==> config.mk <==
export PLATFORM = sky130hd
export DESIGN_NAME = upstream_attach_ctrl
export DESIGN_NICKNAME = d
export VERILOG_FILES = /design/src/rtl/usattach_pkg.sv /design/src/rtl/usattach_span_timer.sv /design/src/rtl/usattach_host_chirp_det.sv /design/src/rtl/usattach_fsm.sv /design/src/rtl/upstream_attach_ctrl.sv
export SDC_FILE = /design/constraint.sdc
export NUM_CORES = 1
export LEC_CHECK = 0
export BUFFER_PORTS_ARGS = -buffer_cell sky130_fd_sc_hd__buf_2
export CORE_MARGIN = 2
export CORE_UTILIZATION = 52
export DETAILED_ROUTE_END_ITERATION = 10
export PLACE_DENSITY_LB_ADDON = 0.2
export REMOVE_ABC_BUFFERS = 1
export SLEW_MARGIN = 5
export SYNTH_ARGS = -nofsm -noshare
export SYNTH_HDL_FRONTEND = slang
export SYNTH_SLANG_ARGS = --single-unit
==> constraint.sdc <==
create_clock -name clk -period 1.3 [get_ports clk]
set_input_delay 0.13 -clock clk [delete_from_list [all_inputs] [get_ports clk]]
set_output_delay 0.13 -clock clk [all_outputs]
set_load 0.02 [all_outputs]
==> src/rtl/usattach_pkg.sv <==
// Package: shared encodings for the upstream attach sequencer.
// Assumes: line decode and mode codes are fixed by the port contract.
package usattach_pkg;
    typedef enum logic [1:0] {
        LINE_SE0 = 2'd0,
        LINE_J   = 2'd1,
        LINE_K   = 2'd2,
        LINE_SE1 = 2'd3
    } line_t;

    typedef enum logic [1:0] {
        SPD_DETACHED = 2'd0,
        SPD_FULL     = 2'd1,
        SPD_HIGH     = 2'd2
    } speed_t;

    typedef enum logic [2:0] {
        ST_DETACHED  = 3'd0,
        ST_FS_IDLE   = 3'd1,
        ST_CHIRP     = 3'd2,
        ST_LISTEN    = 3'd3,
        ST_RESET_END = 3'd4,
        ST_HS        = 3'd5
    } attach_st_t;
endpackage

==> src/rtl/usattach_span_timer.sv <==
// Module: usattach_span_timer
// Counts microsecond ticks up to LIMIT and then holds. done is high once
// LIMIT ticks have been counted since the last clear.
// Assumes: clr has priority over tick; LIMIT >= 1.
module usattach_span_timer #(
    parameter int LIMIT = 3
) (
    input  logic clk,
    input  logic rst_n,
    input  logic clr,
    input  logic tick,
    output logic done
);
    localparam int CNT_W = $clog2(LIMIT + 1);
    localparam logic [CNT_W-1:0] LIMIT_C = CNT_W'(LIMIT);

    logic [CNT_W-1:0] cnt;

    // Purpose: saturating tick counter with synchronous clear.
    always_ff @(posedge clk) begin
        if (!rst_n || clr) begin
            cnt <= '0;
        end else if (tick && (cnt != LIMIT_C)) begin
            cnt <= cnt + 1'b1;
        end
    end

    assign done = (cnt == LIMIT_C);
endmodule

==> src/rtl/usattach_host_chirp_det.sv <==
// Module: usattach_host_chirp_det
// Recognises the host chirp: PAIRS alternating K-J pairs, starting with K,
// where each state lasts at least SEG_TICKS ticks. A state is counted once
// its run reaches SEG_TICKS. A counted state may keep running after that.
// A short run, or any SE0/SE1 state, restarts the search.
// Assumes: en is low outside the listen window, which clears all progress.
module usattach_host_chirp_det
    import usattach_pkg::*;
#(
    parameter int SEG_TICKS = 3,
    parameter int PAIRS     = 3
) (
    input  logic       clk,
    input  logic       rst_n,
    input  logic       en,
    input  logic       tick,
    input  logic [1:0] line,
    output logic       hs_ok
);
    localparam int SEGS  = 2 * PAIRS;
    localparam int SEG_W = $clog2(SEGS + 1);
    localparam int RUN_W = $clog2(SEG_TICKS + 1);
    localparam logic [SEG_W-1:0] SEGS_C    = SEG_W'(SEGS);
    localparam logic [RUN_W-1:0] RUN_LAST  = RUN_W'(SEG_TICKS - 1);

    logic [RUN_W-1:0] run;
    logic [SEG_W-1:0] segs;
    logic             want_k;
    logic [1:0]       want_code;
    logic [1:0]       prior_code;

    // Purpose: the state expected next, and the state just counted.
    always_comb begin
        want_code  = want_k ? LINE_K : LINE_J;
        prior_code = want_k ? LINE_J : LINE_K;
    end

    // Purpose: track the run length of the expected state and count completed states.
    always_ff @(posedge clk) begin
        if (!rst_n || !en) begin
            run    <= '0;
            segs   <= '0;
            want_k <= 1'b1;
        end else if (segs == SEGS_C) begin
            run <= '0;
        end else if (line == want_code) begin
            if (tick) begin
                if (run == RUN_LAST) begin
                    run    <= '0;
                    segs   <= segs + 1'b1;
                    want_k <= ~want_k;
                end else begin
                    run <= run + 1'b1;
                end
            end
        end else if ((segs != '0) && (line == prior_code) && (run == '0)) begin
            run <= '0;
        end else begin
            run    <= '0;
            segs   <= '0;
            want_k <= 1'b1;
        end
    end

    assign hs_ok = (segs == SEGS_C);
endmodule

==> src/rtl/usattach_fsm.sv <==
// Module: usattach_fsm
// The attach and speed state machine. It remembers the configuration strobe,
// attaches when power is present, and steps through reset, chirp and listen.
// It settles in full or high speed.
// Assumes: the timer and detector flags come from registers in the top level.
module usattach_fsm
    import usattach_pkg::*;
(
    input  logic       clk,
    input  logic       rst_n,
    input  logic       cfg_done,
    input  logic       vbus,
    input  logic [1:0] line,
    input  logic       reset_seen,
    input  logic       chirp_done,
    input  logic       listen_done,
    input  logic       hs_ok,
    output attach_st_t state
);
    logic       cfg_seen;
    attach_st_t nxt;

    // Purpose: remember that the configuration load has finished.
    always_ff @(posedge clk) begin
        if (!rst_n) begin
            cfg_seen <= 1'b0;
        end else if (cfg_done) begin
            cfg_seen <= 1'b1;
        end
    end

    // Purpose: next-state decision. Loss of power overrides every state.
    always_comb begin
        nxt = state;
        if (!vbus) begin
            nxt = ST_DETACHED;
        end else begin
            unique case (state)
                ST_DETACHED:  if (cfg_seen || cfg_done) nxt = ST_FS_IDLE;
                ST_FS_IDLE:   if (reset_seen) nxt = ST_CHIRP;
                ST_CHIRP:     if (chirp_done) nxt = ST_LISTEN;
                ST_LISTEN: begin
                    if (hs_ok) nxt = ST_HS;
                    else if (listen_done) nxt = ST_RESET_END;
                end
                ST_RESET_END: if (line != LINE_SE0) nxt = ST_FS_IDLE;
                ST_HS:        nxt = ST_HS;
                default:      nxt = ST_DETACHED;
            endcase
        end
    end

    // Purpose: state register.
    always_ff @(posedge clk) begin
        if (!rst_n) begin
            state <= ST_DETACHED;
        end else begin
            state <= nxt;
        end
    end
endmodule

==> src/rtl/upstream_attach_ctrl.sv <==
// Module: upstream_attach_ctrl (top)
// Controls the upstream pull-up, the device chirp and speed selection for a
// hub's upstream port. The outputs are decoded from the registered state.
// Assumes: us_tick is a single-cycle pulse; line_state is synchronised.
module upstream_attach_ctrl
    import usattach_pkg::*;
#(
    parameter int SE0_TICKS    = 3,
    parameter int CHIRP_TICKS  = 2000,
    parameter int HOST_TICKS   = 3,
    parameter int HOST_PAIRS   = 3,
    parameter int LISTEN_TICKS = 100
) (
    input  logic       clk,
    input  logic       rst_n,
    input  logic       cfg_done,
    input  logic       vbus_present,
    input  logic       us_tick,
    input  logic [1:0] line_state,
    output logic       pullup_en,
    output logic       chirp_k,
    output logic [1:0] mode
);
    attach_st_t state;
    logic       reset_seen, chirp_done, listen_done, hs_ok;
    logic       se0_clr;

    // Purpose: SE0 run measurement is active only in full-speed idle.
    always_comb se0_clr = (state != ST_FS_IDLE) || (line_state != LINE_SE0);

    usattach_span_timer #(.LIMIT(SE0_TICKS)) u_se0 (
        .clk(clk), .rst_n(rst_n), .clr(se0_clr), .tick(us_tick), .done(reset_seen)
    );

    usattach_span_timer #(.LIMIT(CHIRP_TICKS)) u_chirp (
        .clk(clk), .rst_n(rst_n), .clr(state != ST_CHIRP), .tick(us_tick), .done(chirp_done)
    );

    usattach_span_timer #(.LIMIT(LISTEN_TICKS)) u_listen (
        .clk(clk), .rst_n(rst_n), .clr(state != ST_LISTEN), .tick(us_tick), .done(listen_done)
    );

    usattach_host_chirp_det #(.SEG_TICKS(HOST_TICKS), .PAIRS(HOST_PAIRS)) u_det (
        .clk(clk), .rst_n(rst_n), .en(state == ST_LISTEN), .tick(us_tick),
        .line(line_state), .hs_ok(hs_ok)
    );

    usattach_fsm u_fsm (
        .clk(clk), .rst_n(rst_n), .cfg_done(cfg_done), .vbus(vbus_present),
        .line(line_state), .reset_seen(reset_seen), .chirp_done(chirp_done),
        .listen_done(listen_done), .hs_ok(hs_ok), .state(state)
    );

    // Purpose: decode the port outputs from the state.
    always_comb begin
        pullup_en = 1'b0;
        chirp_k   = 1'b0;
        mode      = SPD_DETACHED;
        unique case (state)
            ST_FS_IDLE, ST_RESET_END: begin pullup_en = 1'b1; mode = SPD_FULL; end
            ST_CHIRP:  begin pullup_en = 1'b1; chirp_k = 1'b1; mode = SPD_FULL; end
            ST_LISTEN: begin pullup_en = 1'b1; mode = SPD_FULL; end
            ST_HS:     begin mode = SPD_HIGH; end
            default:   begin mode = SPD_DETACHED; end
        endcase
    end
endmodule

Word level (Yosys, flattened, before mapping)

Cells that the tools add are included.

Add/subtract/negate cells: 5
Equality and inequality tests: 26
Mux-type cells: 21
Bitwise gates (word level): 3
Reduce and logical (&&, ||, !) cells: 22

Operator list:

| operator              | number |
|---|---|
| $mux 3                | 10 |
| $pmux 3 s6            | 1 |
| $ne 2x2->1 const B    | 6 |
| $add 11x1->11 const B | 1 |
| $eq 11x11->1 const B  | 1 |
| $ne 11x11->1 const B  | 1 |
| $eq 3x3->1 const B    | 3 |
| $add 7x1->7 const B   | 1 |
| $eq 7x7->1 const B    | 1 |
| $ne 7x7->1 const B    | 1 |
| $eq 3x2->1 const B    | 2 |
| $logic_or 1x1->1      | 6 |
| $mux 1                | 6 |
| $mux 2                | 3 |
| $ne 3x2->1 const B    | 2 |
| $logic_and 1x1->1     | 5 |
| $reduce_and 5->1      | 1 |
| $add 2x1->2 const B   | 2 |
| $eq 2x2->1            | 2 |
| $eq 2x2->1 const B    | 2 |
| $ne 2x1->1 const B    | 2 |
| $pmux 2 s2            | 1 |
| $reduce_and 4->1      | 1 |
| $reduce_or 4->1       | 1 |
| 12 further kinds      | 15 |

Register bits: 30
Input port bits: 7
Output and inout port bits: 4
Word-level logic and storage cells: 85

Depth between registers and ports, before layout

Gate-level depths: netlist (run 1).

Word-level depth: 6
Gate-level depth with buffers: 6
Mapped depth without buffers: 6

Cells and area by module

Synthesis (run 1) repeated with hierarchy kept, for this count alone.

Cells, all modules: 210
Area, all modules: 1778.0 um^2

Modules (own cells, without submodules):

| module                          | times used | cells each | area an instance (um^2) | sequential area each (um^2) |
|---|---|---|---|---|
| usattach_span_timer at u_chirp  | 1          | 71         | 620.6                   | 220.2 |
| usattach_host_chirp_det         | 1          | 48         | 399.1                   | 120.1 |
| usattach_span_timer at u_listen | 1          | 45         | 372.9                   | 140.1 |
| usattach_fsm                    | 1          | 26         | 211.5                   | 80.1 |
| usattach_span_timer at u_se0    | 1          | 9          | 98.8                    | 40.0 |
| upstream_attach_ctrl            | 1          | 11         | 75.1                    | 0.0 |

Least setup slack after synthesis (run 1)

Ideal clock, no wire load.

Path type: register -> register
Start point: register u_fsm.state[0]
End point: register u_fsm.state[0]
Library setup time: 88 ps
Data arrival time: 1320 ps
Required time: 1212 ps
Setup slack: -108 ps
Cell stages (with the launch flop): 6
Buffers on the path: 1
Clock period less this slack: 1408 ps
Path through: dfxtp_1 -> buf_6 -> or4b_4 -> o2bb2ai_2 -> a311oi_1 -> nor4_2

Longest elaborated chain between the ends: 3
Elaborated cells between the ends (all ways): 13
Classes of those cells: 10 x eq/ne; 1 x mux; 2 x reduce/logical

RTL lines:

| item                                               | RTL line           | RTL |
|---|---|---|
| start, declared                                    | usattach_fsm.sv:18 | `output attach_st_t state` |
| start signal, assigned                             | usattach_fsm.sv:58 | `state <= nxt;` |
| $eq 3x2->1, or another cell as far along           | usattach_fsm.sv:38 | `unique case (state)` |
| $ne 3x3->1 (no line), or another cell as far along | --                 |  |
| $reduce_and 5->1 (no line)                         | --                 |  |

Several ways; a longest one is shown, not always the timed one.
A chain may end at the register's enable or synchronous reset.

Final worst setup path (run 1)

Start point: register u_chirp.cnt[1]
End point: register u_chirp.cnt[1]

Longest elaborated chain between the ends: 2
Elaborated cells between the ends (all ways): 3
Classes of those cells: 1 x add/sub; 1 x eq/ne; 1 x reduce/logical

RTL lines:

| item                                                  | RTL line                  | RTL |
|---|---|---|
| start, declared                                       | usattach_span_timer.sv:17 | `logic [CNT_W-1:0] cnt;` |
| start signal, assigned                                | usattach_span_timer.sv:24 | `cnt <= cnt + 1'b1;` |
| branches (longest 2 deep; another with $add 11x1->11) | --                        |  |

Parallel ways; which one is timed is not known.

==> qor.csv, run 1 <==
stage;metric;value;unit
global_route;grt_pass1_wl;6770;um
power_and_ir_drop;power_leakage;0.967;nW
synthesis;synth-warning-count;0;
floorplanning;floorplan.initialDensity;0.545;
timing;min_period;1530;ps
routing;met3WireLength;219;um
synthesis;synth_edf_count;0;
timing;fmax;0.652;GHz
global_route;grt.total_usage;0.253;
routing;top_layer;met4;
clocking;cts_buffers;5;
timing;worst_slack;-234;ps
synthesis;synth.distinct_cells;44;
floorplanning;fp-row-count;20;
layout;n_antenna_cell;0;
power_and_ir_drop;p_per_area;648;mW/mm^2
critical_path;endpoint_kind;register;
placed_design;dp_hpwl;2700;um
clocking;clock-sinks;30;
clocking;clockRootBuffer;clkbuf_4;
flow_run;cap_violations;0;
placed_design;gp_congestion;0.926;
layout;n_fill_cell;171;
clocking;cts_tree;done;
clocking;cts_buffer_depth;2;
timing;slew_headroom;0.738;
layout;layout-drive-gt1-share;0.504;
hold_path;hold_class;input pin to register;
synthesis;async_reset_ff_frac;0;
synthesis;avgSynthCellArea;8.63;um^2
routing;routed_via_density;5.69;
critical_path;crit_required;1550;ps
routing;num_vias;1696;
global_route;gr-total-overflow;0;
layout;nets;269;
layout;syn_to_final_growth;52.4;%
timing;fin_crit_sh;1.18;
synthesis;netlist_area;0.00165;mm^2
timing;hold_viol_final;0;
power_and_ir_drop;peakVddDrop;623;uV
routing;drt-met1-wl;2020;um
routing;drc;0;
routing;routed_wl;5090;um
global_route;antenna_found_initial;0;
routing;antenna_left;0;
synthesis;yosysSeqAreaShare;0.364;
timing;clock-skew-final;12.5;ps
clocking;cts.reportedPaths.clkPinSlew;100;ps
run_status;status;complete, but fails checks;
global_route;grt_pass1_vias;1555;
floorplanning;core_area;0.00303;mm^2
clocking;clk_latency;350;ps
timing;worst_slew_pin_slew;391;ps
hold_path;worstHoldPathCells;2;
timing;rsz0062_at_grt;yes;
routing;firstDrtPassIters;4;
run_status;violations;negative setup slack;
layout;final_common_cell;buf_4;
critical_path;critPathMaxFanout;3;
layout;layout_common_cells;buf_4, nor2_1, dfxtp_1;
layout;fin_util;0.830;
placed_design;place_ws;-183;ps
placed_design;io_buffers;10;
critical_path;rr_worst_depth;6;
timing;slew_violations;0;
synthesis;ys.flop_type;dfxtp_1;
clocking;cts-htree-levels;2;
global_route;grt_start_max_net_pins;11;
floorplanning;dieWidth;60.3;um
floorplanning;boundaryPins;11;
critical_path;critPathLaunchType;register;
critical_path;crit_type;register to register;
synthesis;ys_ff_latch;30;
routing;drt_iter0_markers;77;
routing;wire_per_inst;17.1;um
timing;finalSetupViolations;21;
floorplanning;die_area;0.00364;mm^2
critical_path;worst_ep_arrival_time;1780;ps
synthesis;netlist_instances;191;
routing;wl_met2;2680;um
floorplanning;fp.dieH;60.3;um
==> worst paths after layout <==
kind	endpoint	slack, ps	startpoint
setup / recovery	u_chirp.cnt[1]$_SDFFE_PP0P_	-230	u_chirp.cnt[1]$_SDFFE_PP0P_
hold / removal	u_fsm.cfg_seen$_SDFFE_PN0P_	60	rst_n
hold reg to reg	u_fsm.cfg_seen$_SDFFE_PN0P_	500	u_fsm.cfg_seen$_SDFFE_PN0P_
setup reg to reg	u_chirp.cnt[1]$_SDFFE_PP0P_	-230	u_chirp.cnt[1]$_SDFFE_PP0P_
==> sequential cells by signal, summed over array words and instances, names as in the netlist <==
register,flops
u_det.want_k,1
u_det.segs,3
u_det.run,2
u_se0.cnt,2
u_fsm.state,3
u_chirp.cnt,11
u_fsm.cfg_seen,1
u_listen.cnt,7
==> cell families (layout without fill, tap and decap cells) <==
| kind of cell | count (synthesis) | in the layout | share of synthesized area |
|---|---|---|---|
| DFF | 30 | 30 | 0.364 |
| AOI/OAI and AO/OA | 26 | 26 | 0.124 |
| adders and majority gates | 8 | 8 | 0.0607 |
| xor gates and xnor gates | 15 | 15 | 0.0797 |
| buffers and inverters | 19 | 82 | 0.0501 |
| muxes | 8 | 8 | 0.0493 |
| and+or+nand+nor | 85 | 85 | 0.272 |
==> synth_stat cells, types with 2 or more instances <==
cell type,n,area share
dfxtp_1,30,0.36
inv_1,13,0.030
buf_2,3,0.0091
and2_1,2,0.0076
nand3_1,6,0.018
a211oi_1,2,0.0091
a21oi_1,5,0.015
a31o_2,2,0.011
nor3_1,4,0.012
nor2_1,27,0.061
o21a_1,2,0.0091
clkbuf_1,2,0.0046
xor2_1,6,0.032
nor4_1,4,0.015
mux2i_1,7,0.042
nand2b_1,2,0.0076
o21ai_0,6,0.018
nand2_1,15,0.034
ha_1,8,0.061
xnor2_1,9,0.048
and3_1,3,0.011
nor2b_1,3,0.011
nand4_1,5,0.019
nand4b_1,3,0.016
or3_1,3,0.011
==> per-stage QoR <==
step	hold slack (ps)	cells	area, um^2	power (mW)	TNS [ps]
after floorplan	240	185	1620	1.01	-755
after global placement	341	273	1980	1.05	-811
after detailed placement	344	273	1980	1.05	-1820
after CTS	38.9	290	2280	1.61	-656
after global routing	65.2	298	2510	1.67	-3100
final	64.0	298	2510	1.63	-1540
==> report_power, final <==
| group | switching, mW | internal (mW) | total (mW) |
|---|---|---|---|
| Combinational | 0.0804 | 0.0721 | 0.152 |
| Clock | 0.348 | 0.203 | 0.552 |
| Sequential | 0.00310 | 0.921 | 0.924 |
==> routing by layer <==
layer | up-vias | track usage
met3 | 18 | 0.0866
met2 | 51 | 0.425
li1 | 796 | -
met5 | - | 0
met1 | 831 | 0.296
met4 | 0 | 0.0952
==> area by class of cell <==
| class | instances | area [um^2] | share of cell area |
|---|---|---|---|
| Multi-Input combinational cell | 142 | 1250 | 0.497 |
| Sequential cell | 30 | 616 | 0.245 |
| Timing Repair Buffer | 62 | 495 | 0.197 |
| Tap cell | 44 | 55.1 | 0.0219 |
| Inverter | 13 | 53.8 | 0.0214 |
| Clock buffer | 7 | 45.0 | 0.0179 |
==> timing repair <==
item,4_1_cts,5_1_grt
cloned,1,1
buffers inserted,8,7
gates resized for setup,50,45
setup endpoints to repair,21,27
pin swaps,14,26
hold endpoints to repair,1,0
hold buffers,1,0
==> critical path, cell delays in order (launching register included) <==
cell	delay (ps)
dfxtp_2	350
inv_2	60
ha_4	110
nand4b_1	180
o41ai_4	380
mux2i_1	270
nor2_1	60
Power figures use the tool's default switching activity.
==> run 2: changes to the inputs <==
--- a/config.mk
+++ b/config.mk
@@ -5,10 +5,13 @@
 export SDC_FILE = /design/constraint.sdc
 export NUM_CORES = 1
 export LEC_CHECK = 0
+export ABC_AREA = 1
 export BUFFER_PORTS_ARGS = -buffer_cell sky130_fd_sc_hd__buf_2
+export CORE_ASPECT_RATIO = 1.5
 export CORE_MARGIN = 2
 export CORE_UTILIZATION = 52
 export DETAILED_ROUTE_END_ITERATION = 10
+export GPL_TIMING_DRIVEN = 0
 export PLACE_DENSITY_LB_ADDON = 0.2
 export REMOVE_ABC_BUFFERS = 1
 export SLEW_MARGIN = 5
==> qor.csv, run 2 <==
stage;metric;value;unit
run_status;status;complete, but fails checks;
run_status;violations;negative setup slack;
floorplanning;dieWidth;51.3;um
placed_design;dp.cells;308;
timing;rsz0062_at_grt;yes;
critical_path;crit_type;register to register;
clocking;cts_tree;done;
critical_path;path_cells;inv_2 -> ha_4 -> nand2_2 -> nor2_4 -> nand3_4 -> nand2_8 -> nor2_4 -> or2_1 -> inv_2 -> nor2_1;
critical_path;critical_path.top_delay_family;simple AND/OR/NAND/NOR gates;
routing;routed_via_density;5.29;
timing;slew_violations;0;
routing;wire_per_inst;12.5;um
synthesis;synth-warning-count;0;
floorplanning;die_area;0.00385;mm^2
hold_path;worstHoldPathCells;3;
global_route;grt.total_usage;0.228;
global_route;gr-total-overflow;0;
layout;layout_common_cells;nand2_1, nor2_1, inv_1;
power_and_ir_drop;sw_frac_of_total;0.301;
timing;min_period;1440;ps
synthesis;ys_top_cells_by_area;dfxtp_1, nand2_1, inv_1, nor2_1, nand3_1;
floorplanning;fp-row-count;25;
routing;firstDrtPassIters;4;
critical_path;critPathSlowestCell;dfxtp_2;
timing;worst_slack;-142;ps
critical_path;critPathMaxFanout;5;
power_and_ir_drop;p_int;1.52;mW
synthesis;synth.distinct_cells;25;
global_route;grt_pass1_vias;1591;
timing;fin_crit_sh;1.11;
timing;final.setup.tns;-881;ps
clocking;cts_buffer_depth;2;
timing;finalSetupViolations;15;
clocking;cts_buffers;5;
routing;drc;0;
layout;final_common_cell;nand2_1;
critical_path;critPathLaunchType;register;
synthesis;async_reset_ff_frac;0;
synthesis;netlist_area;0.00175;mm^2
synthesis;synth_edf_count;0;
synthesis;synth_top_area_cell;dfxtp_1;
critical_path;endpoint_kind;register;
placed_design;io_buffers;10;
timing;clock-skew-final;10.6;ps
layout;largest_register_ffs;11;
flow_run;cap_violations;0;
synthesis;ys.flop_type;dfxtp_1;
clocking;clockRootBuffer;clkbuf_8;
critical_path;slowest_delay;340;ps
floorplanning;boundaryPins;11;
floorplanning;floorplan.initialDensity;0.547;
global_route;antenna_found_initial;0;
power_and_ir_drop;power_leakage;0.853;nW
placed_design;place_ws;-291;ps
power_and_ir_drop;peakVddDrop;984;uV
routing;drt_iter0_markers;52;
timing;slew_headroom;0.805;
power_and_ir_drop;clkPwrFrac;0.370;
layout;nets;306;
synthesis;netlist_instances;260;
clocking;clk_latency;290;ps
power_and_ir_drop;p_comb_frac;0.186;
synthesis;synth_common_cells;nand2_1, inv_1, nor2_1, dfxtp_1, nand3_1;
critical_path;path_depth;10;
layout;layout.cells.non_filler;332;
layout;largest-register;u_chirp.cnt;
timing;hold_viol_final;0;
power_and_ir_drop;p_per_area;936;mW/mm^2
power_and_ir_drop;seqPwrFrac;0.445;
global_route;grt_pass1_wl;6640;um
routing;antenna_left;0;
layout;largestRegisters;u_chirp.cnt x11, u_listen.cnt x7;
floorplanning;fp.dieH;75.0;um
clocking;cts-htree-levels;2;
routing;routed_wl;4170;um
synthesis;yosysMostFrequentCell;nand2_1;
critical_path;rr_worst_depth;10;
critical_path;worst_ep_arrival_time;1640;ps
timing;fmax;0.694;GHz
placed_design;gp_congestion;0.787;
layout;n_antenna_cell;0;
layout;syn_to_final_growth;33.0;%
power_and_ir_drop;power.switching;0.654;mW
placed_design;dp_hpwl;2550;um
timing;worst_slew_pin_slew;290;ps
hold_path;hold_class;input pin to register;
layout;n_fill_cell;252;
clocking;cts.reportedPaths.clkPinSlew;70;ps
critical_path;path_buf_inv;2;
floorplanning;core_area;0.00319;mm^2
synthesis;synth_top_area_share;0.344;
layout;layout-drive-gt1-share;0.353;
routing;num_vias;1755;
synthesis;yosysSeqAreaShare;0.344;
global_route;grt_start_max_net_pins;11;
power_and_ir_drop;finalPower;2.17;mW
synthesis;avgSynthCellArea;6.71;um^2
synthesis;ys_ff_latch;30;
critical_path;crit_required;1500;ps
clocking;clock-sinks;30;
[run 2: changes by cell type in the layout (fill, tap and decap cells not counted), moves of 5 or more]
cell | previous run | this run
mux2i_1 | 7 | 0
inv_1 | 5 | 24
clkbuf_4 | 5 | 0
nand2_2 | 2 | 9
buf_6 | 12 | 1
buf_4 | 42 | 18
nor2_1 | 20 | 25
xnor2_1 | 8 | 3
inv_2 | 6 | 11
nor2_4 | 5 | 10
a21oi_1 | 3 | 15
nand2_1 | 12 | 52
nand3_1 | 2 | 17
clkbuf_8 | 0 | 6
[run 2: final timing paths]
check                               from                          end  slack (ps)
min reg2reg  u_fsm.cfg_seen$_SDFFE_PN0P_  u_fsm.cfg_seen$_SDFFE_PN0P_         460
max reg2reg  u_chirp.cnt[0]$_SDFFE_PP0P_  u_chirp.cnt[7]$_SDFFE_PP0P_        -140
min                             cfg_done  u_fsm.cfg_seen$_SDFFE_PN0P_          60
max          u_chirp.cnt[0]$_SDFFE_PP0P_  u_chirp.cnt[7]$_SDFFE_PP0P_        -140
[run 2: what timing repair did]
item | CTS | global route
endpoints found under the setup margin | 30 | 30
hold buffers | 0 | 0
pin swaps | 12 | 15
buffers inserted | 11 | 4
gates resized for setup | 39 | 56
cloned | 1 | 0
[run 2: tightest hold or removal path: stages]
cell and delay [ps]:
buf_2 70, nor2_1 40, nor2_1 70
[run 2: logic make-up after synthesis]
family / synth area share
xor+xnor: 0.0452
flops: 0.344
buf+inv: 0.0946
simple gates: 0.363
fa+ha+maj: 0.0573
compound gates: 0.0953
[run 2: power groups by stage]
stage	combinational [mW]	clock, mW	sequential, mW
after floorplan	0.229	0	0.974
after global placement	0.301	0	0.980
after detailed placement	0.304	0	0.980
after CTS	0.349	0.809	0.964
after global routing	0.448	0.846	0.970
final	0.403	0.804	0.967
[run 2: stage by stage]
stage | area [um^2] | hold slack (ps) | util
after detailed placement | 1830 | 355 | 0.573
after global routing | 2320 | 81.3 | 0.728
final | 2320 | 62.2 | 0.728
after global placement | 1830 | 348 | 0.573
after CTS | 2110 | 55.7 | 0.661
after floorplan | 1730 | 256 | -
[run 2: final cells by class]
type	count	area (um^2)	area share
inverters	39	160	0.0690
well taps	40	50.0	0.0216
clock inverters	1	5.00	0.00216
flip-flops and latches	30	627	0.270
repair buffers	25	176	0.0760
clock buffers	7	86.3	0.0372
multi-input cells	190	1220	0.524
[run 2: metal layers]
| layer | track usage | up-vias | share of wire |
|---|---|---|---|
| met5 | 0 | - | 0 |
| met3 | 0.0496 | 10 | 0.029 |
| li1 | - | 902 | - |
| met1 | 0.249 | 812 | 0.41 |
| met4 | 0.117 | 0 | 0.021 |
| met2 | 0.411 | 31 | 0.54 |
==> run 3: changes to the inputs <==
--- a/config.mk
+++ b/config.mk
@@ -5,7 +5,6 @@
 export SDC_FILE = /design/constraint.sdc
 export NUM_CORES = 1
 export LEC_CHECK = 0
-export ABC_AREA = 1
 export BUFFER_PORTS_ARGS = -buffer_cell sky130_fd_sc_hd__buf_2
 export CORE_ASPECT_RATIO = 1.5
 export CORE_MARGIN = 2
==> qor.csv, run 3 (synthesis gave the netlist of run 1 again) <==
stage;metric;value;unit
global_route;gr-total-overflow;0;
timing;whs;75.4;ps
placed_design;place_ws;-459;ps
critical_path;cp-startpoint;u_chirp.cnt[0]$_SDFFE_PP0P_;
timing;hold_viol_final;0;
critical_path;endpoint_kind;register;
critical_path;r2r-start;u_chirp.cnt[0]$_SDFFE_PP0P_;
routing;routed_wl;3890;um
layout;nets;236;
clocking;cts-htree-levels;2;
routing;num_vias;1470;
critical_path;endpoint;u_chirp.cnt[1]$_SDFFE_PP0P_;
timing;worst_slew_pin_slew;357;ps
clocking;cts.reportedPaths.clkPinSlew;60;ps
floorplanning;dieWidth;50.0;um
floorplanning;boundaryPins;11;
timing;clock-skew-final;5.74;ps
clocking;clock-sinks;30;
critical_path;r2r_slack;-160;ps
timing;fin_crit_sh;1.13;
layout;seqCellArea;632;um^2
power_and_ir_drop;p_per_area;810;mW/mm^2
floorplanning;floorplan.initialDensity;0.533;
timing;slew_headroom;0.761;
floorplanning;fp.dieH;73.0;um
layout;syn_to_final_growth;35.1;%
layout;multi_input_area;0.00118;mm^2
timing;fmax;0.684;GHz
critical_path;rr_worst_depth;6;
clocking;clockRootBuffer;clkbuf_8;
routing;drc;0;
floorplanning;die_area;0.00365;mm^2
floorplanning;core_area;0.00310;mm^2
power_and_ir_drop;peakVddDrop;685;uV
power_and_ir_drop;finalPower;1.81;mW
routing;routed_via_density;5.61;
layout;layout-drive-gt1-share;0.419;
global_route;antenna_found_initial;0;
floorplanning;fp-row-count;25;
layout;largest_register_ffs;11;
layout;n_fill_cell;217;
global_route;grt_pass1_vias;1467;
timing;worst_slack;-163;ps
global_route;grt.total_usage;0.228;
critical_path;worst_ep_arrival_time;1620;ps
timing;rsz0062_at_grt;yes;
timing;min_period;1460;ps
clocking;cts_buffer_depth;2;
timing;final.setup.tns;-613;ps
global_route;grt_pass1_wl;6310;um
routing;firstDrtPassIters;5;
placed_design;gp_congestion;0.788;
timing;slew_violations;0;
layout;final_common_cell;nor2_1;
hold_path;hold_class;input pin to register;
critical_path;rr_endpoint;u_chirp.cnt[1]$_SDFFE_PP0P_;
placed_design;io_buffers;10;
critical_path;crit_required;1460;ps
run_status;violations;negative setup slack;
global_route;grt_start_max_net_pins;14;
layout;fin_util;0.720;
placed_design;dp_hpwl;2520;um
routing;antenna_left;0;
layout;largestRegisters;u_chirp.cnt x11, u_listen.cnt x7;
layout;n_antenna_cell;0;
critical_path;critPathMaxFanout;3;
timing;finalSetupViolations;8;
clocking;cts_buffers;5;
clocking;hold_buffers;0;
routing;wire_per_inst;14.9;um
layout;largest-register;u_chirp.cnt;
critical_path;crit_type;register to register;
clocking;cts_tree;done;
power_and_ir_drop;power_leakage;0.822;nW
clocking;clk_latency;280;ps
run_status;status;complete, but fails checks;
layout;layout_common_cells;nor2_1, buf_4, dfxtp_1;
flow_run;cap_violations;0;
routing;drt_iter0_markers;12;
critical_path;critPathLaunchType;register;
run 3: cell types whose count changed in the layout (fill, tap and decap cells not counted), sizes merged, moves of 4 or more:
cell	before	now
mux2i	0	7
buf	25	29
inv	38	13
o21ai	10	6
nand3	24	6
xnor2	3	9
nand2	62	15
nor4	1	5
nor2	37	27
a21oi	20	5
run 3: worst max-delay path, cell delays in order, from the launching register on:
cell and delay [ps]:
dfxtp_2 330, inv_2 60, ha_1 140, nand4b_1 160, o41ai_4 340, mux2i_1 250, nor2_1 60
run 3: final cells by class:
cell class              instances  share of cell area
repair buffers                 29              0.0988
clock inverters                 1             0.00225
multi-input cells             142               0.531
well taps                      40              0.0225
inverters                      13              0.0230
flip-flops and latches         30               0.284
clock buffers                   7              0.0387
run 3: worst min-delay path by stage:
stage,cells after the start,end,start
final,2,u_fsm.cfg_seen$_SDFFE_PN0P_,cfg_done
after global routing,2,u_fsm.cfg_seen$_SDFFE_PN0P_,cfg_done
after CTS,2,u_fsm.cfg_seen$_SDFFE_PN0P_,cfg_done
after detailed placement,2,u_fsm.cfg_seen$_SDFFE_PN0P_,cfg_done
after global placement,2,u_fsm.cfg_seen$_SDFFE_PN0P_,cfg_done
after floorplan,1,u_fsm.cfg_seen$_SDFFE_PN0P_,cfg_done
run 3: metrics by stage:
stage,cell area (um^2),instances
2_1_floorplan,1620,185
3_3_place_gp,1720,235
3_5_place_dp,1720,235
4_1_cts,2040,253
5_1_grt,2230,262
6_report,2230,262
run 3: timing repair:
item | CTS | global route
cloned | 0 | 0
endpoints found under the hold margin | 0 | 0
setup endpoints to repair | 30 | 25
setup buffers | 10 | 9
resized for setup | 45 | 30
pin swaps | 13 | 14
run 3: power by group:
group	internal [mW]	total (mW)	leakage [nW]	switching, mW
combinational	0.0544	0.117	0.523	0.0630
clock	0.426	0.768	0.0482	0.342
sequential	0.914	0.920	0.250	0.00521
run 3: routing by layer:
layer  global-route usage  up-vias  share of wire
li1                     -      729              -
met1                0.228      715           0.38
met2                0.424       17           0.57
met3               0.0574        9          0.022
met4                0.120        0          0.027
met5                    0        -              0
